File: src/rtl/wog_pkg.sv
package wog_pkg;

  typedef enum logic {
    CFG_BASE = 1'b0,
    CFG_SIZE = 1'b1
  } cfg_word_e;

  // True when a and b agree on every bit that the don't-care mask leaves at zero.
  function automatic logic masked_equal(input logic [31:0] a,
                                        input logic [31:0] b,
                                        input logic [31:0] dont_care);
    return ((a ^ b) & ~dont_care) == 32'd0;
  endfunction

endpackage

File: src/rtl/wog_cfg_regs.sv
module wog_cfg_regs #(
  parameter int          CFG_W    = 16,
  parameter logic [15:0] BASE_RST = 16'h0100,
  parameter logic [15:0] SIZE_RST = 16'h00FF
) (
  input  logic             clk,
  input  logic             rst_n,
  input  logic             we,
  input  logic             sel,
  input  logic [CFG_W-1:0] wdata,
  output logic [CFG_W-1:0] base_q,
  output logic [CFG_W-1:0] size_q,
  output logic [CFG_W-1:0] rdata
);
  import wog_pkg::*;

  always_ff @(posedge clk) begin
    if (!rst_n) begin
      base_q <= CFG_W'(BASE_RST);
      size_q <= CFG_W'(SIZE_RST);
    end else if (we) begin
      if (cfg_word_e'(sel) == CFG_BASE) base_q <= wdata;
      else                              size_q <= wdata;
    end
  end

  assign rdata = (cfg_word_e'(sel) == CFG_BASE) ? base_q : size_q;

endmodule

File: src/rtl/wog_wr_queue.sv
module wog_wr_queue #(
  parameter int ADDR_W = 22,
  parameter int DEPTH  = 2,
  localparam int CNT_W = $clog2(DEPTH + 1)
) (
  input  logic                         clk,
  input  logic                         rst_n,
  input  logic                         push,
  input  logic [ADDR_W-1:0]            push_addr,
  input  logic                         pop,
  output logic [DEPTH-1:0]             ent_valid,
  output logic [DEPTH-1:0][ADDR_W-1:0] ent_addr,
  output logic [CNT_W-1:0]             count,
  output logic                         full,
  output logic                         do_push,
  output logic                         do_pop
);

  logic [DEPTH-1:0][ADDR_W-1:0] addr_q, addr_d;
  logic [CNT_W-1:0]             cnt_q, cnt_d, base_idx;

  assign do_pop   = pop && (cnt_q != '0);
  assign base_idx = do_pop ? cnt_q - CNT_W'(1) : cnt_q;
  assign do_push  = push && (base_idx != CNT_W'(DEPTH));

  always_comb begin
    addr_d = addr_q;
    if (do_pop) begin
      for (int i = 0; i < DEPTH - 1; i++) addr_d[i] = addr_q[i+1];
    end
    for (int i = 0; i < DEPTH; i++) begin
      if (do_push && base_idx == CNT_W'(i)) addr_d[i] = push_addr;
    end
    cnt_d = base_idx + (do_push ? CNT_W'(1) : CNT_W'(0));
  end

  always_ff @(posedge clk) begin
    if (!rst_n) begin
      cnt_q  <= '0;
      addr_q <= '0;
    end else begin
      cnt_q  <= cnt_d;
      addr_q <= addr_d;
    end
  end

  generate
    for (genvar g = 0; g < DEPTH; g++) begin : g_valid
      assign ent_valid[g] = cnt_q > CNT_W'(g);
    end
  endgenerate

  assign ent_addr = addr_q;
  assign count    = cnt_q;
  assign full     = cnt_q == CNT_W'(DEPTH);

endmodule

File: src/rtl/wog_conflict.sv
module wog_conflict #(
  parameter int ADDR_W = 22,
  parameter int CFG_W  = 16,
  parameter int DEPTH  = 2
) (
  input  logic [CFG_W-1:0]             base,
  input  logic [CFG_W-1:0]             size,
  input  logic [ADDR_W-1:0]            rd_addr,
  input  logic [DEPTH-1:0]             ent_valid,
  input  logic [DEPTH-1:0][ADDR_W-1:0] ent_addr,
  output logic                         rd_in_win,
  output logic [DEPTH-1:0]             same_hit,
  output logic [DEPTH-1:0]             win_hit,
  output logic [DEPTH-1:0]             conflict
);
  import wog_pkg::*;

  assign rd_in_win = masked_equal(32'(rd_addr[ADDR_W-1 -: CFG_W]),
                                  32'(base), 32'(size));

  generate
    for (genvar g = 0; g < DEPTH; g++) begin : g_ent
      logic wr_in_win;
      assign wr_in_win   = masked_equal(32'(ent_addr[g][ADDR_W-1 -: CFG_W]),
                                        32'(base), 32'(size));
      assign same_hit[g] = ent_valid[g] && (ent_addr[g] == rd_addr);
      assign win_hit[g]  = ent_valid[g] && wr_in_win && rd_in_win;
      assign conflict[g] = same_hit[g] || win_hit[g];
    end
  endgenerate

endmodule

File: src/rtl/wr_order_guard.sv
module wr_order_guard #(
  parameter int          ADDR_W   = 22,
  parameter int          CFG_W    = 16,
  parameter int          DEPTH    = 2,
  parameter logic [15:0] BASE_RST = 16'h0100,
  parameter logic [15:0] SIZE_RST = 16'h00FF,
  localparam int         CNT_W    = $clog2(DEPTH + 1)
) (
  input  logic              clk,
  input  logic              rst_n,
  input  logic              cfg_we,
  input  logic              cfg_sel,
  input  logic [CFG_W-1:0]  cfg_wdata,
  output logic [CFG_W-1:0]  cfg_rdata,
  input  logic              wr_push,
  input  logic [ADDR_W-1:0] wr_push_addr,
  input  logic              wr_issue,
  output logic              wq_full,
  input  logic              rd_req,
  input  logic [ADDR_W-1:0] rd_addr,
  output logic              rd_stall
);

  logic [CFG_W-1:0]             base_q, size_q;
  logic [DEPTH-1:0]             ent_valid;
  logic [DEPTH-1:0][ADDR_W-1:0] ent_addr;
  logic [CNT_W-1:0]             q_count;
  logic                         q_push, q_pop;
  logic                         rd_in_win;
  logic [DEPTH-1:0]             same_hit, win_hit, conflict;
  logic                         any_same, any_win;

  wog_cfg_regs #(
    .CFG_W(CFG_W), .BASE_RST(BASE_RST), .SIZE_RST(SIZE_RST)
  ) u_cfg (
    .clk(clk), .rst_n(rst_n), .we(cfg_we), .sel(cfg_sel), .wdata(cfg_wdata),
    .base_q(base_q), .size_q(size_q), .rdata(cfg_rdata)
  );

  wog_wr_queue #(.ADDR_W(ADDR_W), .DEPTH(DEPTH)) u_queue (
    .clk(clk), .rst_n(rst_n), .push(wr_push), .push_addr(wr_push_addr),
    .pop(wr_issue), .ent_valid(ent_valid), .ent_addr(ent_addr),
    .count(q_count), .full(wq_full), .do_push(q_push), .do_pop(q_pop)
  );

  wog_conflict #(.ADDR_W(ADDR_W), .CFG_W(CFG_W), .DEPTH(DEPTH)) u_match (
    .base(base_q), .size(size_q), .rd_addr(rd_addr),
    .ent_valid(ent_valid), .ent_addr(ent_addr), .rd_in_win(rd_in_win),
    .same_hit(same_hit), .win_hit(win_hit), .conflict(conflict)
  );

  assign any_same = |same_hit;
  assign any_win  = |win_hit;
  assign rd_stall = rd_req && (|conflict);

endmodule

File: config.mk
export PLATFORM = sky130hd
export DESIGN_NAME = wr_order_guard
export DESIGN_NICKNAME = d
export VERILOG_FILES = /design/src/rtl/wog_pkg.sv /design/src/rtl/wog_cfg_regs.sv /design/src/rtl/wog_wr_queue.sv /design/src/rtl/wog_conflict.sv /design/src/rtl/wr_order_guard.sv
export SDC_FILE = /design/constraint.sdc
export NUM_CORES = 1
export LEC_CHECK = 0
export CAP_MARGIN = 20
export CORE_ASPECT_RATIO = 1.4
export CORE_MARGIN = 2
export CORE_UTILIZATION = 42
export DETAILED_ROUTE_END_ITERATION = 10
export PLACE_DENSITY_LB_ADDON = 0.1
export SYNTH_ARGS = -nofsm -noshare
export SYNTH_HDL_FRONTEND = slang
export SYNTH_SLANG_ARGS = --single-unit
File: constraint.sdc
create_clock -name clk -period 2.25 [get_ports clk]
set_input_delay 0.45 -clock clk [delete_from_list [all_inputs] [get_ports clk]]
set_output_delay 0.45 -clock clk [all_outputs]
set_load 0.01 [all_outputs]
==> impl_metrics.csv <==
group,metric,value,unit
pwr,vdd_drop_max,0.510,mV
layout,fin_util,61.3,%
grt,grt_pass1_vias,4311,
route,ant_nets,0,
synthesis,yosysMostFrequentCell,"nand2_1",
synthesis,synth.yosys.warnings,0,
timing,relSlewSlack,60.0,%
clocking,htree_levels,3,
synthesis,yosysTopAreaCell,"dfxtp_1",
setup_path,cp_data_required_time,1.80,ns
place,port_buffers,84,
route,vias,4190,
route,initialDrtViolationCount,205,
setup_path,reg2reg_slack,0.36,ns
synthesis,synth_seq_area_share,34.0,%
grt,antenna_found_initial,0,
synthesis,async_flop_share,0,%
place,routabilityCongestion,0.910,
grt,groute.usage.overall,24.8,%
setup_path,crit_path_end_kind,"output port",
setup_path,worstSetupStartpointType,"register",
layout,nFillCells,911,
route,dr.pass1.iters,4,
pwr,power_density,748,nW/um^2
pwr,p_int,3300,uW
synthesis,synth_edf_count,0,
layout,syn_to_final_growth,43.5,%
timing,slew_viol_final,0,
clocking,cts-buffers-inserted,9,
clocking,clock_latency,0.33,ns
synthesis,synth_fp_nets,608,
timing,rsz0062_at_grt,"true",
timing,setup_viol,1,
die,dieArea,11800,um^2
pwr,combinationalPowerShare,36.2,%
synthesis,synth_cells,538,
grt,top_usage_layer,"met2",
timing,hold_violations,0,
pwr,clkPwrFrac,26.9,%
setup_path,critical_path_class,"register to output port",
pwr,seqPwrFrac,36.9,%
synthesis,ys_types,35,
setup_path,arrival,1.93,ns
die,start_util,42.7,%
clocking,path_clk_slew,0.06,ns
timing,skew,0.00626,ns
route,routedWlPerCell,18.3,um
timing,worstMarginPinSlew,0.598,ns
layout,drive_gt1_share,31.7,%
clocking,cts.path.max_buffers,2,
timing,finalWorstSetupSlack,-0.128,ns
route,drc,0,
synthesis,synth_ff_type,"dfxtp_1",
grt,met1_usage,29.4,%
timing,finalCriticalPeriod,2.38,ns
route,routed_wl,14600,um
clocking,cts_hold_buf,0,
grt,gr-usage-met2,43.7,%
setup_path,worstPathMaxFanout,4,
die,core,10800,um^2
synthesis,synthesis.area,4590,um^2
synthesis,synth_commonest_cells,"nand2_1, xnor2_1, dfxtp_1",
die,die_w,92.4,um
place,dp_hpwl,10500,um
grt,grt_pass1_wl,22500,um
layout,finalInstanceArea,6590,um^2
timing,max_clock_freq,420,MHz
synthesis,synth.avg_cell_area,8.54,um^2
pwr,p_sw,1630,uW
synthesis,synth_top_area_share,34.0,%
synthesis,synthTopCellsByArea,"dfxtp_1, xnor2_1, nand2_1",
route,viasPerCell,5.25,
grt,overflow,0,
worst_hold_path,hp-class,"register to register",
timing,final.setup.tns,-0.128,ns
outcome,violations,"setup timing",
grt,grt_max_degree,45,
layout,antennaDiodeCount,0,
synthesis,ys_seq_elements,78,
die,die_y,128,um
pwr,leakagePower,0.00262,uW
job,drv_cap,0,
timing,fin_crit_sh,106,%
layout,fin_nets,725,
grt,globalRouteMet3Util,4.00,%
clocking,clock_sinks,78,
pwr,p_sw_share,33.2,%
place,dpl_cell_area,5960,um^2
outcome,status,"complete, but fails checks",
die,io_pins,85,
clocking,cts_root_buffer,"clkbuf_16",
clocking,cts_tree,"done",
die,std_cell_rows,45,
place,pre_cts_slack,-0.870,ns
cell type report:
cell class	instances	area, um^2	share of cell area [%]
multi-input combinational	412	3160	48.0
clock inverter	2	10.0	0.152
timing repair buffer	150	1350	20.4
sequential	78	1630	24.7
clock buffer	11	253	3.84
tap	141	176	2.68
inverter	4	15.0	0.228
cell families (layout without fill, tap and decap cells):
family | after synthesis | after routing | share of synthesized area [%]
DFF | 78 | 78 | 34.0
muxes | 38 | 38 | 8.72
adders and majority gates | 3 | 3 | 0.818
xor gates and xnor gates | 95 | 95 | 18.1
and+or+nand+nor | 200 | 200 | 19.1
AOI/OAI and AO/OA | 76 | 76 | 14.3
buffers and inverters | 48 | 167 | 4.93
critical path, stage by stage, from the launching register on:
cell and delay (ns):
dfxtp_2 0.39, xnor2_1 0.15, o22ai_1 0.17, nor4_2 0.32, nand2_1 0.12, o21ai_2 0.17
a32o_1 0.15, buf_2 0.13
power groups by stage:
stage	combinational (uW)	clock, uW	sequential [uW]
3_5_place_dp	1660	0	1800
2_1_floorplan	1060	0	1740
4_1_cts	1720	1350	1790
6_report	1790	1330	1820
3_3_place_gp	1640	0	1800
5_1_grt	1920	1400	1840
path summary, 6_finish.rpt:
kind / endpoint / from / cells past startpoint
worst min register to register: u_queue.ent_addr[0] / u_queue.ent_addr[0] / 2
worst max-delay path: rd_stall / u_cfg.base_q[15] / 7
worst min-delay path: u_queue.ent_addr[0] / u_queue.ent_addr[0] / 2
worst max register to register: u_queue.ent_addr[4] / u_queue.count[0] / 7
layout by cell type (no fill, tap or decap), types with 19 or more instances in the layout:
cell,instances
xnor2_2,32
mux2i_1,22
o22ai_1,19
xnor2_1,53
dfxtp_1,49
clkdlybuf4s50_1,55
nor2_1,30
buf_4,60
nand2_1,116
registers in the layout, indices dropped and copies added (netlist names):
signal	cells
u_cfg.base_q	16
u_cfg.size_q	16
u_queue.count	2
u_queue.ent_addr	44
metal layers:
metal	vias up	wire length, um
li1	2056	-
met1	1972	6040
met2	123	7360
met3	39	584
met4	0	637
met5	-	0
timing repair:
| item | in CTS | in global routing |
|---|---|---|
| gates cloned | 1 | 0 |
| pin swaps | 19 | 33 |
| gates resized for setup | 71 | 86 |
| setup buffers | 1 | 0 |
| hold endpoints to repair | 0 | 0 |
| endpoints found under the setup margin | 17 | 3 |
per-stage QoR:
step	total power, uW	hold slack (ns)	instances
finish	4930	0.508	798
global route	5160	0.537	798
CTS	4860	0.504	799
detailed placement	3460	0.487	785
global placement	3440	0.483	785
floorplan	2800	0.470	538
Power figures use the tool's default switching activity.
